[config.mk]
export PLATFORM = sky130hd
export DESIGN_NAME = store_buffer
export DESIGN_NICKNAME = d
export VERILOG_FILES = /design/src/rtl/sb_pkg.sv /design/src/rtl/sb_ctrl.sv /design/src/rtl/sb_storage.sv /design/src/rtl/sb_port_arb.sv /design/src/rtl/store_buffer.sv
export SDC_FILE = /design/constraint.sdc
export NUM_CORES = 1
export LEC_CHECK = 0
export CAP_MARGIN = 20
export CORE_MARGIN = 2
export CORE_UTILIZATION = 60
export CTS_BUF_LIST = sky130_fd_sc_hd__clkbuf_8 sky130_fd_sc_hd__clkbuf_16
export DETAILED_ROUTE_END_ITERATION = 12
export HOLD_SLACK_MARGIN = 0.12
export PLACE_DENSITY = 0.87
export SYNTH_ARGS = -nofsm -noshare
export SYNTH_HDL_FRONTEND = slang
export SYNTH_SLANG_ARGS = --single-unit
[constraint.sdc]
create_clock -name clk -period 25.8 [get_ports clk]
set_input_delay 2.58 -clock clk [delete_from_list [all_inputs] [get_ports clk]]
set_output_delay 2.58 -clock clk [all_outputs]
set_load 0.01 [all_outputs]
[src/rtl/sb_pkg.sv]
package sb_pkg;

  typedef enum logic {
    MEM_OP_LOAD  = 1'b0,
    MEM_OP_STORE = 1'b1
  } mem_op_e;

  // Advance a circular pointer by one slot.
  function automatic int next_slot(input int ptr, input int depth);
    return (ptr == depth - 1) ? 0 : ptr + 1;
  endfunction

  // Distance of a slot from the oldest one; larger means younger.
  function automatic int slot_age(input int idx, input int head, input int depth);
    return (idx - head + depth) % depth;
  endfunction

endpackage

[src/rtl/sb_ctrl.sv]
module sb_ctrl #(
  parameter int DEPTH = 8,
  localparam int PW = (DEPTH > 1) ? $clog2(DEPTH) : 1,
  localparam int CW = $clog2(DEPTH + 1)
) (
  input  logic          clk,
  input  logic          rst_n,
  input  logic          push,
  input  logic          pop,
  output logic [PW-1:0] head,
  output logic [PW-1:0] tail,
  output logic [CW-1:0] count,
  output logic          full,
  output logic          empty
);
  import sb_pkg::*;

  always_ff @(posedge clk) begin
    if (!rst_n) begin
      head  <= '0;
      tail  <= '0;
      count <= '0;
    end else begin
      if (push) tail <= PW'(next_slot(int'(tail), DEPTH));
      if (pop)  head <= PW'(next_slot(int'(head), DEPTH));
      count <= count + CW'(push) - CW'(pop);
    end
  end

  assign full  = (count == CW'(DEPTH));
  assign empty = (count == '0);

  p_no_overflow_r7: assert property (@(posedge clk) disable iff (!rst_n)
    push |-> !full);
  p_no_underflow_r2: assert property (@(posedge clk) disable iff (!rst_n)
    pop |-> !empty);
  p_count_bound_r7: assert property (@(posedge clk) disable iff (!rst_n)
    count <= CW'(DEPTH));

endmodule

[src/rtl/sb_storage.sv]
module sb_storage #(
  parameter int DEPTH = 8,
  parameter int AW    = 32,
  parameter int DW    = 32,
  localparam int PW   = (DEPTH > 1) ? $clog2(DEPTH) : 1
) (
  input  logic             clk,
  input  logic             rst_n,
  input  logic             wr_en,
  input  logic [PW-1:0]    wr_idx,
  input  logic [AW-1:0]    wr_addr,
  input  logic [DW-1:0]    wr_data,
  input  logic             rd_en,
  input  logic [PW-1:0]    head_idx,
  output logic [AW-1:0]    head_addr,
  output logic [DW-1:0]    head_data,
  input  logic [AW-1:0]    lk_addr,
  output logic             lk_hit,
  output logic [DW-1:0]    lk_data,
  output logic [DEPTH-1:0] valid_vec
);
  import sb_pkg::*;

  logic [AW-1:0]    addr_q [DEPTH];
  logic [DW-1:0]    data_q [DEPTH];
  logic [DEPTH-1:0] valid_q;
  logic [DEPTH-1:0] match;
  logic [PW-1:0]    sel;

  for (genvar i = 0; i < DEPTH; i++) begin : g_slot
    always_ff @(posedge clk) begin
      if (!rst_n) valid_q[i] <= 1'b0;
      else if (wr_en && wr_idx == PW'(i)) valid_q[i] <= 1'b1;
      else if (rd_en && head_idx == PW'(i)) valid_q[i] <= 1'b0;
    end
    always_ff @(posedge clk) begin
      if (wr_en && wr_idx == PW'(i)) begin
        addr_q[i] <= wr_addr;
        data_q[i] <= wr_data;
      end
    end
    assign match[i] = valid_q[i] && (addr_q[i] == lk_addr);
  end

  // Pick the matching slot with the greatest age from the head (youngest).
  always_comb begin
    int best;
    best = -1;
    sel  = '0;
    for (int i = 0; i < DEPTH; i++) begin
      if (match[i] && slot_age(i, int'(head_idx), DEPTH) > best) begin
        best = slot_age(i, int'(head_idx), DEPTH);
        sel  = PW'(i);
      end
    end
  end

  assign lk_hit    = |match;
  assign lk_data   = data_q[sel];
  assign head_addr = addr_q[head_idx];
  assign head_data = data_q[head_idx];
  assign valid_vec = valid_q;

  p_write_free_slot_r7: assert property (@(posedge clk) disable iff (!rst_n)
    wr_en |-> !valid_q[wr_idx]);
  p_drain_live_slot_r2: assert property (@(posedge clk) disable iff (!rst_n)
    rd_en |-> valid_q[head_idx]);

endmodule

[src/rtl/sb_port_arb.sv]
module sb_port_arb #(
  parameter int AW = 32,
  parameter int DW = 32
) (
  input  logic          clk,
  input  logic          rst_n,
  input  logic          ld_valid,
  input  logic [AW-1:0] ld_addr,
  input  logic          ld_hit,
  input  logic [DW-1:0] ld_hit_data,
  output logic          ld_ready,
  input  logic          st_pending,
  input  logic [AW-1:0] head_addr,
  input  logic [DW-1:0] head_data,
  output logic          st_pop,
  output logic          mem_req_valid,
  input  logic          mem_req_ready,
  output logic          mem_req_is_store,
  output logic [AW-1:0] mem_req_addr,
  output logic [DW-1:0] mem_req_wdata,
  input  logic          mem_rsp_valid,
  input  logic [DW-1:0] mem_rsp_data,
  output logic          ld_rsp_valid,
  output logic [DW-1:0] ld_rsp_data
);
  import sb_pkg::*;

  logic          fwd_q, miss_q;
  logic [DW-1:0] fwd_data_q;
  logic          busy, ld_go_mem, ld_take_hit;
  mem_op_e       port_op;

  assign busy        = fwd_q || miss_q;
  assign ld_go_mem   = ld_valid && !busy && !ld_hit;
  assign ld_take_hit = ld_valid && !busy && ld_hit;
  assign ld_ready    = !busy && (ld_hit || mem_req_ready);

  // The load owns the port whenever it needs it.
  assign port_op          = ld_go_mem ? MEM_OP_LOAD : MEM_OP_STORE;
  assign mem_req_valid    = ld_go_mem || st_pending;
  assign mem_req_is_store = (port_op == MEM_OP_STORE);
  assign mem_req_addr     = ld_go_mem ? ld_addr : head_addr;
  assign mem_req_wdata    = ld_go_mem ? '0 : head_data;
  assign st_pop           = st_pending && !ld_go_mem && mem_req_ready;

  always_ff @(posedge clk) begin
    if (!rst_n) begin
      fwd_q  <= 1'b0;
      miss_q <= 1'b0;
    end else begin
      fwd_q <= ld_take_hit;
      if (ld_go_mem && mem_req_ready) miss_q <= 1'b1;
      else if (mem_rsp_valid)         miss_q <= 1'b0;
    end
  end

  always_ff @(posedge clk) begin
    if (ld_take_hit) fwd_data_q <= ld_hit_data;
  end

  assign ld_rsp_valid = fwd_q || (miss_q && mem_rsp_valid);
  assign ld_rsp_data  = fwd_q ? fwd_data_q : mem_rsp_data;

  p_load_first_r3: assert property (@(posedge clk) disable iff (!rst_n)
    (ld_valid && !ld_hit && !busy && st_pending) |-> (mem_req_valid && !mem_req_is_store));
  p_hit_not_to_mem_r4: assert property (@(posedge clk) disable iff (!rst_n)
    (ld_valid && ld_hit) |-> !(mem_req_valid && !mem_req_is_store));
  p_hit_answer_next_r4: assert property (@(posedge clk) disable iff (!rst_n)
    (ld_valid && ld_hit && ld_ready) |=> ld_rsp_valid);
  p_single_load_r9: assert property (@(posedge clk) disable iff (!rst_n)
    (ld_valid && ld_ready) |=> !ld_ready);

endmodule

[src/rtl/store_buffer.sv]
module store_buffer #(
  parameter int DEPTH = 8,
  parameter int AW    = 32,
  parameter int DW    = 32
) (
  input  logic          clk,
  input  logic          rst_n,
  input  logic          cpu_req_valid,
  output logic          cpu_req_ready,
  input  logic          cpu_req_is_store,
  input  logic [AW-1:0] cpu_req_addr,
  input  logic [DW-1:0] cpu_req_wdata,
  output logic          ld_rsp_valid,
  output logic [DW-1:0] ld_rsp_data,
  output logic          mem_req_valid,
  input  logic          mem_req_ready,
  output logic          mem_req_is_store,
  output logic [AW-1:0] mem_req_addr,
  output logic [DW-1:0] mem_req_wdata,
  input  logic          mem_rsp_valid,
  input  logic [DW-1:0] mem_rsp_data,
  output logic          sb_empty
);
  localparam int PW = (DEPTH > 1) ? $clog2(DEPTH) : 1;
  localparam int CW = $clog2(DEPTH + 1);

  logic             st_push, st_pop, q_full, q_empty, ld_valid, ld_ready;
  logic             lk_hit;
  logic [DW-1:0]    lk_data, head_data;
  logic [AW-1:0]    head_addr;
  logic [PW-1:0]    head, tail;
  logic [CW-1:0]    count;
  logic [DEPTH-1:0] valid_vec;

  assign st_push       = cpu_req_valid && cpu_req_is_store && !q_full;
  assign ld_valid      = cpu_req_valid && !cpu_req_is_store;
  assign cpu_req_ready = cpu_req_is_store ? !q_full : ld_ready;
  assign sb_empty      = q_empty;

  sb_ctrl #(.DEPTH(DEPTH)) u_ctrl (
    .clk(clk), .rst_n(rst_n), .push(st_push), .pop(st_pop),
    .head(head), .tail(tail), .count(count), .full(q_full), .empty(q_empty)
  );

  sb_storage #(.DEPTH(DEPTH), .AW(AW), .DW(DW)) u_store (
    .clk(clk), .rst_n(rst_n),
    .wr_en(st_push), .wr_idx(tail), .wr_addr(cpu_req_addr), .wr_data(cpu_req_wdata),
    .rd_en(st_pop), .head_idx(head), .head_addr(head_addr), .head_data(head_data),
    .lk_addr(cpu_req_addr), .lk_hit(lk_hit), .lk_data(lk_data), .valid_vec(valid_vec)
  );

  sb_port_arb #(.AW(AW), .DW(DW)) u_arb (
    .clk(clk), .rst_n(rst_n),
    .ld_valid(ld_valid), .ld_addr(cpu_req_addr), .ld_hit(lk_hit), .ld_hit_data(lk_data),
    .ld_ready(ld_ready),
    .st_pending(!q_empty), .head_addr(head_addr), .head_data(head_data), .st_pop(st_pop),
    .mem_req_valid(mem_req_valid), .mem_req_ready(mem_req_ready),
    .mem_req_is_store(mem_req_is_store), .mem_req_addr(mem_req_addr),
    .mem_req_wdata(mem_req_wdata),
    .mem_rsp_valid(mem_rsp_valid), .mem_rsp_data(mem_rsp_data),
    .ld_rsp_valid(ld_rsp_valid), .ld_rsp_data(ld_rsp_data)
  );

  p_slots_match_count_r8: assert property (@(posedge clk) disable iff (!rst_n)
    $countones(valid_vec) == int'(count));
  p_empty_quiet_r8: assert property (@(posedge clk) disable iff (!rst_n)
    sb_empty |-> !(mem_req_valid && mem_req_is_store));
  p_full_stall_r7: assert property (@(posedge clk) disable iff (!rst_n)
    (!sb_empty && $countones(valid_vec) == DEPTH && cpu_req_is_store) |-> !cpu_req_ready);

endmodule

==> results.sh <==
export IMPL_outcome="finished, final reports clean"
export IMPL_p_total_uw=2370
export IMPL_drtIter0Drc=2863
export IMPL_yosysSeqAreaShare_pct=59.3
export IMPL_vias=18800
export IMPL_portBuffers=202
export IMPL_cts_clk_slew_worst_paths_ns=0.06
export IMPL_synth_fp_nets=2028
export IMPL_yosys_top_cells_count="edfxtp_1, xor2_1, mux4_2"
export IMPL_cts_sinks=567
export IMPL_wire_per_inst_um=29.2
export IMPL_cts_repair_resized=0
export IMPL_powerDensity_mw_per_mm2=72.7
export IMPL_worstSetupEndpointType="flip-flop"
export IMPL_synth_edff_count=544
export IMPL_final_setup_tns_ns=0
export IMPL_wl_mm=78.5
export IMPL_rsz0062_at_grt="false"
export IMPL_ir_drop_uv=54.3
export IMPL_place_area_mm2=0.0307
export IMPL_clkLatencyLatePin_ns=0.62
export IMPL_async_reset_ff_share_pct=0
export IMPL_hpwl_mm=47.8
export IMPL_cts_tree="done"
export IMPL_min_period_over_period_pct=64.1
export IMPL_yosysTopAreaCell="edfxtp_1"
export IMPL_seqPwrFrac_pct=45.1
export IMPL_period_needed_ns=16.55
export IMPL_globalRouteOverflowTotal=0
export IMPL_yosys_most_used_dff="edfxtp_1"
export IMPL_combinationalPowerShare_pct=19.7
export IMPL_critPathLaunchType="input port"
export IMPL_cap_violations=0
export IMPL_layout_drive_gt1_share_pct=16.2
export IMPL_hold_path_class="flip-flop to flip-flop"
export IMPL_p_leak_uw=0.0105
export IMPL_switching_power_uw=616
export IMPL_chipWidth_um=221
export IMPL_maxSlewViolCount=0
export IMPL_path_buf_inv=4
export IMPL_fin_nets=2174
export IMPL_ys_ff_latch=567
export IMPL_synth_top_area_share_pct=57.7
export IMPL_core_area_mm2=0.0466
export IMPL_tightest_slew_ns=1.08
export IMPL_power_internal_uw=1760
export IMPL_fin_ws_ns=9.25
export IMPL_pwr_share_clk_pct=35.2
export IMPL_final_area_mm2=0.0326
export IMPL_max_freq_ghz=0.0604
export IMPL_final_hold_viol_count=0
export IMPL_criticalPathCategory="input port to flip-flop"
export IMPL_ff2ff_path_depth=59
export IMPL_swShare_pct=26.0
export IMPL_grt_max_degree=129
export IMPL_cts_hold_buf=0
export IMPL_ios=203
export IMPL_syn_to_final_growth_pct=15.3
export IMPL_netlist_area_mm2=0.0283
export IMPL_firstDrtPassIters=5
export IMPL_cts_root_buf="clkbuf_16"
export IMPL_crit_family="compound AO/OA/AOI/OAI gates"
export IMPL_crit_required_ns=26.15
export IMPL_cp_max_fo=35
export IMPL_grt_pass1_vias=18400
export IMPL_syn_avg_cell_area_um2=15.0
export IMPL_cts_max_path_buffers=3
export IMPL_worstPathArrival_ns=16.90
export IMPL_antenna_found_initial=3
export IMPL_synth_warnings=0
export IMPL_post_route_drc_count=0
export IMPL_fin_skew_ns=0.0292
export IMPL_crit_slowest_cell="clkdlybuf4s50_1"
export IMPL_dp_slack_ns=8.88
export IMPL_grt_usage_pct=31.7
export IMPL_die_y_um=221
export IMPL_slew_headroom_pct=28.2
export IMPL_critPathMaxStageDelay_ns=0.90
export IMPL_cts_setup_buffers=0
export IMPL_grt_pass1_wl_mm=117
export IMPL_htreeDepth=2
export IMPL_synth_most_common_cell="edfxtp_1"
export IMPL_fin_cells=2687
export IMPL_min_path_cells=2
export IMPL_postRouteAntennaNets=0
export IMPL_die_area_mm2=0.0489
export IMPL_gp_congestion=0.952
export IMPL_ys_types=62
export IMPL_worst_path_stages=60
export IMPL_synth_area_leaders="edfxtp_1, mux4_2, xor2_1"
export IMPL_nFillCells=2872
export IMPL_initial_core_util_pct=60.8
export IMPL_core_rowCount=79
export IMPL_placed_cells=2577
export IMPL_numCtsBuffers=57
export IMPL_setup_viol=0
export IMPL_vias_per_cell=6.99
export IMPL_syn_inst=1884
final timing paths:
kind / end / from / slack [ns]
min: u_store.valid_vec[4] / u_store.valid_vec[4] / 0.52
max: u_arb.fwd_data_q[23] / cpu_req_addr[24] / 9.25
max reg2reg: u_arb.fwd_data_q[23] / u_store.addr_q[0][24] / 11.70
min reg2reg: u_store.valid_vec[4] / u_store.valid_vec[4] / 0.52
placed cells by master (no fill, tap or decap), types with 27 or more instances in the layout:
cell | synthesis | routed
clkdlybuf4s50_1 | 0 | 202
o21ai_0 | 43 | 43
nor3_1 | 42 | 42
nand2_1 | 48 | 48
xor2_1 | 181 | 181
xnor2_1 | 77 | 77
clkbuf_16 | 0 | 58
mux2_2 | 38 | 38
ha_1 | 41 | 41
a31o_2 | 33 | 33
a221oi_1 | 64 | 64
buf_4 | 8 | 27
and3_1 | 40 | 33
mux4_2 | 128 | 128
a21boi_0 | 70 | 70
o32ai_1 | 31 | 31
mux2i_1 | 65 | 65
edfxtp_1 | 544 | 544
inv_1 | 33 | 47
nor4_1 | 43 | 43
nor2_1 | 48 | 48
tightest hold or removal path, stage by stage (launching register included):
cell     delay (ns)
dfxtp_1        0.33
a21oi_1        0.06
nor2b_1        0.09
cells by family after synthesis:
kind of cell             Yosys count  share of synthesized area [%]
buffers and inverters            176                           2.81
AO/OA/AOI/OAI                    307                           8.31
XOR/XNOR                         258                           7.98
flip-flops                       567                           59.3
AND/OR/NAND/NOR                  303                           5.68
adder cells (fa/ha/maj)           42                           1.88
multiplexers                     231                           14.0
registers in the layout (all words and copies together) (netlist names), named ones only:
name and cells:
u_arb.fwd_data_q 32, u_arb.fwd_q 1, u_arb.miss_q 1, u_ctrl.count 4, u_ctrl.head 3, u_ctrl.tail 3
u_store.addr_q 256, u_store.data_q 256, u_store.valid_vec 8
metal layers:
| layer | track usage, % | vias to the layer above | wire (µm) |
|---|---|---|---|
| li1 | - | 7745 | - |
| met1 | 44.3 | 9375 | 28900 |
| met2 | 49.5 | 1463 | 37100 |
| met3 | 6.90 | 204 | 9660 |
| met4 | 12.1 | 2 | 2790 |
| met5 | 0 | - | 12 |
layout make-up:
cell class	instances	area [µm²]	area share, %
Timing Repair Buffer	230	2250	6.90
Inverter	33	124	0.380
Clock inverter	47	423	1.30
Antenna cell	3	7.51	0.0230
Tap cell	607	759	2.33
Clock buffer	59	1470	4.49
Sequential cell	567	16800	51.5
Multi-Input combinational cell	1141	10800	33.1
power groups by stage:
stage / Sequential [µW] / Clock, µW / Combinational [µW]
2_1_floorplan: 1070 / 0 / 290
3_3_place_gp: 1090 / 0 / 453
3_5_place_dp: 1090 / 0 / 463
4_1_cts: 1070 / 836 / 466
5_1_grt: 1070 / 873 / 496
6_report: 1070 / 835 / 468
stage by stage:
stage | util, % | hold slack [ns]
2_1_floorplan | - | 0.474
3_3_place_gp | 66.0 | 0.493
3_5_place_dp | 66.0 | 0.515
4_1_cts | 70.0 | 0.522
5_1_grt | 70.1 | 0.548
6_report | 70.1 | 0.525
No activity file was read; power rests on OpenSTA's default activity.
